### src/rtl/irqc_pkg.sv
package irqc_pkg;

    parameter int NUM_SRC = 7;
    parameter int DATA_W  = 8;
    parameter int ADDR_W  = 2;

    localparam int FORM_LSB = DATA_W - 2;

    localparam logic [ADDR_W-1:0] ADDR_CTRL = ADDR_W'(0);
    localparam logic [ADDR_W-1:0] ADDR_MASK = ADDR_W'(1);
    localparam logic [ADDR_W-1:0] ADDR_FLAG = ADDR_W'(2);

    typedef enum logic [1:0] {
        FORM_LVL_HI = 2'd0,
        FORM_LVL_LO = 2'd1,
        FORM_PLS_HI = 2'd2,
        FORM_PLS_LO = 2'd3
    } form_e;

    typedef struct packed {
        form_e              form;
        logic [NUM_SRC-1:0] mask;
    } cfg_s;

    typedef struct packed {
        logic [NUM_SRC-1:0] flag;
    } flag_s;

    typedef struct packed {
        logic [NUM_SRC-1:0] prev;
        logic               irq;
    } drv_s;

endpackage

### src/rtl/irqc_cfg.sv
module irqc_cfg
    import irqc_pkg::*;
(
    input  logic               clk,
    input  logic               rst_n,
    input  logic               wr_ctrl,
    input  logic               wr_mask,
    input  logic [1:0]         form_wdata,
    input  logic [NUM_SRC-1:0] mask_wdata,
    output form_e              form,
    output logic [NUM_SRC-1:0] mask
);

    cfg_s cfg_d, cfg_q;

    always_comb begin
        cfg_d = cfg_q;
        if (wr_ctrl) begin
            cfg_d.form = form_e'(form_wdata);
        end
        if (wr_mask) begin
            cfg_d.mask = mask_wdata;
        end
    end

    always_ff @(posedge clk or negedge rst_n) begin
        if (!rst_n) begin
            cfg_q.form <= FORM_LVL_HI;
            cfg_q.mask <= '1;
        end else begin
            cfg_q <= cfg_d;
        end
    end

    assign form = cfg_q.form;
    assign mask = cfg_q.mask;

    AST_MASK_WRITE: assert property (@(posedge clk) disable iff (!rst_n)
        wr_mask |=> (mask == $past(mask_wdata)))
        else $error("mask write not stored");

    AST_FORM_HOLD: assert property (@(posedge clk) disable iff (!rst_n)
        !wr_ctrl |=> $stable(form))
        else $error("form changed without a write");

endmodule

### src/rtl/irqc_flags.sv
module irqc_flags
    import irqc_pkg::*;
(
    input  logic               clk,
    input  logic               rst_n,
    input  logic               wr_flag,
    input  logic [NUM_SRC-1:0] clr_bits,
    input  logic [NUM_SRC-1:0] ev,
    output logic [NUM_SRC-1:0] flags
);

    flag_s fl_d, fl_q;
    logic [NUM_SRC-1:0] ack;

    always_comb begin
        ack       = wr_flag ? clr_bits : '0;
        fl_d.flag = (fl_q.flag & ~ack) | ev;
    end

    always_ff @(posedge clk or negedge rst_n) begin
        if (!rst_n) begin
            fl_q <= '0;
        end else begin
            fl_q <= fl_d;
        end
    end

    assign flags = fl_q.flag;

    AST_EVENT_SETS: assert property (@(posedge clk) disable iff (!rst_n)
        (|ev) |=> ((flags & $past(ev)) == $past(ev)))
        else $error("event lost");

    AST_CLEAR_WORKS: assert property (@(posedge clk) disable iff (!rst_n)
        (wr_flag && ev == '0) |=> ((flags & $past(clr_bits)) == '0))
        else $error("flag not cleared");

    AST_NO_SPONTANEOUS: assert property (@(posedge clk) disable iff (!rst_n)
        (ev == '0) |=> ((flags & ~$past(flags)) == '0))
        else $error("flag set without event");

endmodule

### src/rtl/irqc_drive.sv
module irqc_drive
    import irqc_pkg::*;
(
    input  logic               clk,
    input  logic               rst_n,
    input  form_e              form,
    input  logic [NUM_SRC-1:0] pend,
    output logic               irq
);

    drv_s dr_d, dr_q;
    logic any_pend;
    logic fresh;

    always_comb begin
        any_pend  = |pend;
        fresh     = |(pend & ~dr_q.prev);
        dr_d.prev = pend;
        unique case (form)
            FORM_LVL_HI: dr_d.irq = any_pend;
            FORM_LVL_LO: dr_d.irq = ~any_pend;
            FORM_PLS_HI: dr_d.irq = fresh;
            FORM_PLS_LO: dr_d.irq = ~fresh;
            default:     dr_d.irq = 1'b0;
        endcase
    end

    always_ff @(posedge clk or negedge rst_n) begin
        if (!rst_n) begin
            dr_q <= '0;
        end else begin
            dr_q <= dr_d;
        end
    end

    assign irq = dr_q.irq;

    AST_LEVEL_SILENT: assert property (@(posedge clk) disable iff (!rst_n)
        ($past(form) == FORM_LVL_HI && $past(pend) == '0) |-> !irq)
        else $error("high level request without pending source");

    AST_LOW_IDLE: assert property (@(posedge clk) disable iff (!rst_n)
        ($past(form) == FORM_LVL_LO && $past(pend) == '0) |-> irq)
        else $error("low level request without pending source");

    AST_PULSE_STEADY: assert property (@(posedge clk) disable iff (!rst_n)
        ($past(form) == FORM_PLS_HI && $past(pend) == '0) |-> !irq)
        else $error("pulse with nothing pending");

endmodule

### src/rtl/irqc_top.sv
module irqc_top
    import irqc_pkg::*;
(
    input  logic              clk,
    input  logic              rst_n,
    input  logic              reg_wr_en,
    input  logic [ADDR_W-1:0] reg_addr,
    input  logic [DATA_W-1:0] reg_wdata,
    output logic [DATA_W-1:0] reg_rdata,
    input  logic [NUM_SRC-1:0] ev_pulse,
    output logic              irq
);

    form_e              form;
    logic [NUM_SRC-1:0] mask;
    logic [NUM_SRC-1:0] flags;
    logic [NUM_SRC-1:0] pend;
    logic               wr_ctrl, wr_mask, wr_flag;

    always_comb begin
        wr_ctrl = reg_wr_en && (reg_addr == ADDR_CTRL);
        wr_mask = reg_wr_en && (reg_addr == ADDR_MASK);
        wr_flag = reg_wr_en && (reg_addr == ADDR_FLAG);
    end

    irqc_cfg u_cfg (
        .clk        (clk),
        .rst_n      (rst_n),
        .wr_ctrl    (wr_ctrl),
        .wr_mask    (wr_mask),
        .form_wdata (reg_wdata[DATA_W-1:FORM_LSB]),
        .mask_wdata (reg_wdata[NUM_SRC-1:0]),
        .form       (form),
        .mask       (mask)
    );

    irqc_flags u_flags (
        .clk      (clk),
        .rst_n    (rst_n),
        .wr_flag  (wr_flag),
        .clr_bits (reg_wdata[NUM_SRC-1:0]),
        .ev       (ev_pulse),
        .flags    (flags)
    );

    assign pend = flags & ~mask;

    irqc_drive u_drive (
        .clk   (clk),
        .rst_n (rst_n),
        .form  (form),
        .pend  (pend),
        .irq   (irq)
    );

    always_comb begin
        reg_rdata = '0;
        unique case (reg_addr)
            ADDR_CTRL: reg_rdata[DATA_W-1:FORM_LSB] = form;
            ADDR_MASK: reg_rdata[NUM_SRC-1:0]       = mask;
            ADDR_FLAG: reg_rdata[NUM_SRC-1:0]       = flags;
            default:   reg_rdata                    = '0;
        endcase
    end

    AST_MASKED_QUIET: assert property (@(posedge clk) disable iff (!rst_n)
        ($past(mask) == '1 && $past(form) == FORM_LVL_HI) |-> !irq)
        else $error("request while all sources masked");

endmodule

### config.mk
export PLATFORM = sky130hd
export DESIGN_NAME = irqc_top
export DESIGN_NICKNAME = d
export VERILOG_FILES = /design/src/rtl/irqc_pkg.sv /design/src/rtl/irqc_cfg.sv /design/src/rtl/irqc_flags.sv /design/src/rtl/irqc_drive.sv /design/src/rtl/irqc_top.sv
export SDC_FILE = /design/constraint.sdc
export NUM_CORES = 1
export LEC_CHECK = 0
export BUFFER_PORTS_ARGS = -buffer_cell sky130_fd_sc_hd__buf_2
export CAP_MARGIN = 20
export CORE_MARGIN = 10
export CORE_UTILIZATION = 51
export CTS_CLUSTER_SIZE = 10
export DETAILED_ROUTE_END_ITERATION = 6
export MAX_ROUTING_LAYER = met4
export PLACE_DENSITY = 0.82
export SYNTH_ARGS = -nofsm -noshare
export SYNTH_HDL_FRONTEND = slang
export SYNTH_SLANG_ARGS = --single-unit
### constraint.sdc
create_clock -name clk -period 1.8 [get_ports clk]
set_input_delay 0.36 -clock clk [delete_from_list [all_inputs] [get_ports clk]]
set_output_delay 0.36 -clock clk [all_outputs]
set_load 0.02 [all_outputs]
# Yosys cells after proc, flatten, opt, wreduce, memory -nomap -nowiden
# Index checks and enable logic that the tools add are counted.
[totals]
ff_bits = 24
[classes]
n_eq_ne = 5
muxes = 5
bitwise = 9
n_reduce_logical = 7
[op_table]
columns = ["operator", "count"]
rows = [
  ["$and 7x7->7", 3],
  ["$not 7->7", 3],
  ["$reduce_or 7->1", 2],
  ["$pmux 6 s2", 1],
  ["$mux 7", 1],
  ["$or 7x7->7", 1],
  ["$eq 2x2->1 const B", 3],
  ["$eq 2x1->1 const B", 2],
  ["$logic_not 2->1", 2],
  ["$pmux 1 s4", 1],
  ["$logic_and 1x1->1", 3],
  ["$pmux 1 s3", 1],
  ["$not 1->1", 2],
  ["$mux 1", 1],
]

# Depth between registers and ports, before layout
# Gate-level depths: netlist (run 1).
[logic_depth]
ltp_word = 6
mapped_depth = 7

# By module
# From an unflattened synthesis (run 1), not the netlist that was laid out.
[hier_totals]
cells_unflattened = 95
area_unflattened_um2 = 1147.4
[modules_own_cells]
columns = ["mod", "instances", "cells_per_inst", "area_per_inst_um2", "seq_area_each_um2"]
rows = [
  ["irqc_cfg", 1, 19, 372.9, 234.0],
  ["irqc_drive", 1, 23, 285.3, 200.2],
  ["irqc_flags", 1, 21, 254.0, 175.2],
  ["irqc_top", 1, 32, 235.2, 0.0],
]

# Worst setup path after synthesis (run 1)
# Ideal clock, no wire load.
[synth_path]
path_kind = "input port to output port"
start = "in reg_addr[1]"
end = "out reg_rdata[1]"
arrival_ns = 1.208
required_ns = 1.440
slack_ns = 0.232
path_stages = 5
n_path_buf = 1
path_cell_list = "inv_1 -> ha_1 -> clkbuf_1 -> a22oi_1 -> nor2b_1"
[synth_via]
elab_chain_len = 2
[synth_rtl]
columns = ["item", "line", "rtl"]
rows = [
  ["from (decl)", "irqc_top.sv:7", "input logic [ADDR_W-1:0] reg_addr,"],
  ["$eq 2x2->1 or $eq 2x1->1 (tied branches)", "irqc_top.sv:58", "unique case (reg_addr)"],
  ["$pmux 6 s2 (*)", "irqc_top.sv:58", ""],
  ["to (decl)", "irqc_top.sv:9", "output logic [DATA_W-1:0] reg_rdata,"],
]
# Mark *: on every way between the ends. The rest lies on a longest branch, timed or not.

# Worst setup path in the final report (run 1)
[layout_path]
start = "reg u_flags.fl_q (netlist bit u_flags.flags[6])"
end = "out reg_rdata[6]"
[layout_via]
elab_chain_len = 1
[layout_rtl]
columns = ["item", "line", "rtl"]
rows = [
  ["from (decl)", "irqc_flags.sv:12", "flag_s fl_d, fl_q;"],
  ["from (signal assigned)", "irqc_flags.sv:24", "fl_q <= fl_d;"],
  ["$pmux 1 s3", "irqc_top.sv:58", ""],
]
# Every way passes these cells.

==> metrics, run 1 <==
layout cell share with drive strength beyond 1 0.416; # IOs 29; failing checks hold timing; Synth Cell Area 0.00112 mm²; Detail Placement HPWL 1.92 mm; Fillers 176; nets@finish 150; Yosys top cell area share 0.378; most numerous cell in the Yosys netlist dfrtp_1; Critical Path Sink Type output port; core area 0.00202 mm²; gpl congestion 0.790; number of synthesized flops with an enable pin 0; port bufs 28; row cnt 16; final worst path period need 1700 ps; post-synthesis compound-gate area fraction 0.115; Mean Syn Cell Area 11.8 µm²; Setup TNS Final 0 ps; worst-path fanout max 3; Min Hold Slack -1.26 ps; clock buffer count from CTS 3; Clock Latency Late Sink 310 ps; Yosys cell types 24; DRT antenna net count 0; wire per inst 15.8 µm; n_diodes 0; Max IR drop VDD 0.631 mV; Post-synth top cells dfrtp_1, nor2b_1, mux2_2, nand2_1; DR vias/cell 5.24; power consumption 1.20 mW; Sequential Area 609 µm²; drt pass-1 iters 4; clk buf depth 2; clock-pin transition on the worst setup and hold timing paths 120 ps; Die Area 0.00448 mm²; Util after Layout 0.655; FFs w/ async S/R, synth 1.00; clock skew 2.04 ps; # Max-Cap Violations 0; Yosys reg bits 24; CTS H-tree lvls 1; Seq/Total Area, Yosys 0.542; Tcrit/Tclk final 0.942; Adder-Cell Fraction of Synth Area 0.0445; Worst Setup Path Type register to output port; all-layer global routing usage 0.119; Vias 796; CP arrival 1340 ps; mux cell area share after synthesis 0.0901; cell taking the most area after synthesis dfrtp_1; crit path from u_flags.flags[6]; largest net degree at the start of global routing 25; Area Overhead vs Synth 17.7%; synth warn 0; hold buffers post-CTS 0; GR Overflow Total 0; power per cell area 907 mW/mm²; first-pass GRT wire length 4.02 mm; unrepaired setup endpoints after global routing true; worst hold path type input pin to asynchronous set/reset pin; Synth Area in Simple Gates 0.178; drt drc 0; multi-input combinational cell area 492 µm²; final setup violating endpoints 0; top post-synthesis cells by area dfrtp_1, dfstp_2, mux2_2, nor2b_1, a21o_1; Worst-Margin Slew 511 ps; largest family of logic cells by synthesized area simple AND/OR/NAND/NOR gates; crit start category register; die height 67.0 µm; fin. max-slew vios 0; vias in the first global route 883; clk sinks 24; Required @ worst endpoint 1440 ps; CTS tree built; Synth Instances 95; Die W 67.0 µm; final wirelength 2.40 mm; antenna violations before repair 0; LEAKAGE 0.594 nW; Peak Freq 0.590 GHz; status complete, but fails checks; final hold violations 7; root buf cell clkbuf_4; Rel. slew slack 0.659; Starting DRT DRC Count 20; worst r2r src u_cfg.mask[5]; Net Count, Synth 119; xor/xnor cell area share of the yosys netlist 0.00779; Top FF cell, synth dfrtp_1; initial cell density of the core 0.556
[sequential cells by signal, summed over array words and instances, names as in the netlist]
name / flops
u_cfg.form: 2
u_cfg.mask: 7
u_drive.dr_q: 7
u_drive.irq: 1
u_flags.flags: 7
[critical path: stages (launching register included)]
cell      delay, ps
dfrtp_1         410
a222oi_1        380
nor2_1           60
buf_2           160
[cell families (layout without fill, tap and decap cells)]
group	after synthesis	after routing
compound gates	17	17
fa+ha+maj	4	4
flops	24	24
buf+inv	7	37
xor+xnor	1	1
mux	9	9
simple gates	33	33
[final cells by class]
class                      instances  area share
clock buffer                       4      0.0198
tap                               27      0.0255
sequential                        24       0.460
multi-input combinational         64       0.371
inverter                           4      0.0113
timing repair buffer              29       0.112
[metrics by stage]
stage          worst slack [ps]  cell area [µm²]  std cells
2_1_floorplan               232             1120         95
3_3_place_gp                143             1290        148
3_5_place_dp               61.1             1290        148
4_1_cts                    61.2             1320        152
5_1_grt                   -2.35             1320        152
6_report                    104             1320        152
[metal layers]
layer	wire, µm	vias to the layer above	GRT usage
li1	-	389	-
met1	1010	387	0.129
met2	1270	16	0.200
met3	85	4	0.0301
met4	28	0	0.0564
met5	0	-	-
[power breakdown]
group / total, mW / internal [mW] / switching, mW / leakage (nW)
registers: 0.694 / 0.643 / 0.0509 / 0.254
logic: 0.267 / 0.132 / 0.135 / 0.325
clock network: 0.239 / 0.0866 / 0.152 / 0.0150
[placed cells by master, fill, tap and decap left out, types with 2 or more instances in the layout]
master and n:
a21o_1 7, a22oi_1 6, and2_1 2, buf_2 28
clkbuf_4 3, dfrtp_1 17, dfstp_2 7, ha_1 3
inv_1 4, mux2_2 9, nand2_1 9, nor2b_1 10
nor3b_1 3, nor4_1 3
[final timing paths]
path	endpoint	slack, ps	depth (start not counted)
min in group clk	u_flags.flags[4]	220	2
worst max register to register	u_drive.irq	140	5
worst min-delay path	u_cfg.form[1]	-1	1
max in group asynchronous	u_cfg.mask[2]	1440	1
worst min register to register	u_drive.irq	520	1
worst max-delay path	reg_rdata[6]	100	3
[what timing repair did]
action	4_1_cts	5_1_grt
resized for setup	0	1
setup endpoints to repair	0	2
setup buffers	0	0
Power figures use the tool's default switching activity.
==> run 2: changes to the inputs <==
- REMOVE_ABC_BUFFERS: default -> 1
==> run 2 against run 1 <==
Compared with the run above: the run now ends clean; flip-flop and latch count did not move; global-route usage fell by 0.19 points; count of clock-buffer cells in the layout did not move; highest routed layer is now met3; clock skew rose by 14 ps; sequential power barely moved; total power fell by 0.40%; via count rose by 0.63%; final area rose by 0.19%; core utilization rose by 0.12 points; fmax rose by 1.4%; largest power group unchanged; setup slack improved by 24 ps.
==> metrics, run 2 (synthesis gave the netlist of run 1 again) <==
status completed; final setup violating endpoints 0 (unchanged); row cnt 16 (unchanged); Critical Path Sink Type output port; final worst path period need 1670 ps (-23.7 ps); Setup TNS Final 0 ps (unchanged); reg2reg setup slack 170 ps (+30 ps); most common cell after layout, fill and taps aside buf_2; clock buffer count from CTS 3 (unchanged); Fillers 173 (-1.7%); vias in the first global route 948 (+7.4%); nets@finish 150 (unchanged); Clock Latency Late Sink 310 ps (about the same); Worst-Margin Slew 518 ps (+6.24 ps); antenna violations before repair 0 (unchanged); final wirelength 2.36 mm (-1.5%); Die Area 0.00448 mm² (unchanged); Detail Placement HPWL 1.86 mm (-3.0%); CP arrival 1310 ps (-30 ps); core area 0.00202 mm² (unchanged); clock-pin transition on the worst setup and hold timing paths 130 ps (about the same); Starting DRT DRC Count 30 (+50%); drt drc 0 (unchanged); power per cell area 901 mW/mm² (-0.58%); DRT antenna net count 0 (unchanged); Area Overhead vs Synth 17.9%; port bufs 28 (unchanged); unrepaired setup endpoints after global routing false; Sequential Area 609 µm² (unchanged); Slowest-stage cell, CP dfrtp_1; layout cell share with drive strength beyond 1 0.424 (+0.00800); fin. max-slew vios 0 (unchanged); hold buffers post-CTS 0 (unchanged); Buf/Inv on CP 1 (unchanged); crit start category register; Required @ worst endpoint 1440 ps (about the same); LEAKAGE 0.592 nW (-0.27%); Tcrit/Tclk final 0.929 (-0.0132); root buf cell clkbuf_4; Peak Freq 0.598 GHz (+1.4%); Worst Setup Path Type register to output port; commonest cells after routing, fill and taps aside buf_2, dfrtp_1, nor2b_1; Die W 67.0 µm (unchanged); worst r2r path cells 5 (unchanged); CTS H-tree lvls 1 (unchanged); gpl congestion 0.799 (+1.2%); clock skew 16.2 ps (+14.2 ps); WP depth 3 (unchanged); crit-path max cell delay 420 ps (about the same); die height 67.0 µm (unchanged); Rel. slew slack 0.655 (-0.00416); # Max-Cap Violations 0 (unchanged); Vias 801 (+0.63%); # IOs 29 (unchanged); Largest delay share family, worst path flip-flops; Max IR drop VDD 0.536 mV (-15%); clk sinks 24 (unchanged); wire per inst 15.5 µm (-1.5%); first-pass GRT wire length 4.12 mm (+2.6%); critical path, cell by cell a222oi_1 -> nor2_1 -> buf_2; setup repair bufs after CTS 0 (unchanged); all-layer global routing usage 0.117 (-0.00192); DR vias/cell 5.27 (+0.63%); worst hold path type input pin to asynchronous set/reset pin; largest net degree at the start of global routing 25 (unchanged); drt pass-1 iters 4 (unchanged); GR Overflow Total 0 (unchanged); initial cell density of the core 0.556 (unchanged); post-CTS resize count 0 (unchanged); n_diodes 0 (unchanged); Min Hold Slack 0.980 ps (+2.24 ps); final hold violations 0 (-7); multi-input combinational cell area 494 µm² (+0.51%); clk buf depth 2 (unchanged); CTS tree built; worst-path fanout max 3 (unchanged); Util after Layout 0.656 (+0.00124)
## run 2: worst reg2reg max path, delay by kind of cell, from the launching register on
kind | cells | cell delay, ps
xor gates and xnor gates | 1 | 150
and+or+nand+nor | 2 | 320
AOI/OAI and AO/OA | 2 | 490
DFF | 1 | 580
## run 2: report_power, final
group | internal [mW] | switching, mW
Clock | 0.0863 | 0.149
Sequential | 0.643 | 0.0502
Combinational | 0.132 | 0.135
## run 2: worst paths after layout
kind | from | to
worst max-delay path | u_flags.flags[6] | reg_rdata[6]
worst min-delay path | rst_n | u_flags.flags[4]
worst max register to register | u_cfg.mask[5] | u_drive.irq
worst min register to register | u_cfg.form[0] | u_drive.irq
max in group asynchronous | rst_n | u_cfg.mask[3]
min in group clk | ev_pulse[6] | u_flags.flags[6]
## run 2: per-stage QoR
stage / cell area, µm² / setup slack, ps / std cells / total power [mW]
global route: 1330 / 24.8 / 152 / 1.27
finish: 1330 / 128 / 152 / 1.20
detailed placement: 1290 / 82.5 / 148 / 0.977
floorplan: 1110 / 240 / 92 / 0.872
global placement: 1290 / 115 / 148 / 0.962
CTS: 1320 / 81.2 / 152 / 1.21
## run 2: routing by layer
layer	global-route usage	up-vias	share of wire
met5	-	-	0
met4	0.0282	0	0
met3	0.0284	0	0.050
met2	0.199	22	0.50
met1	0.136	392	0.45
li1	-	387	-
## run 2: cell type report
| class | instances | share of cell area |
|---|---|---|
| multi-input combinational | 64 | 0.373 |
| sequential | 24 | 0.459 |
| clock buffer | 4 | 0.0198 |
| inverter | 4 | 0.0113 |
| timing repair buffer | 29 | 0.111 |
| tap | 27 | 0.0255 |
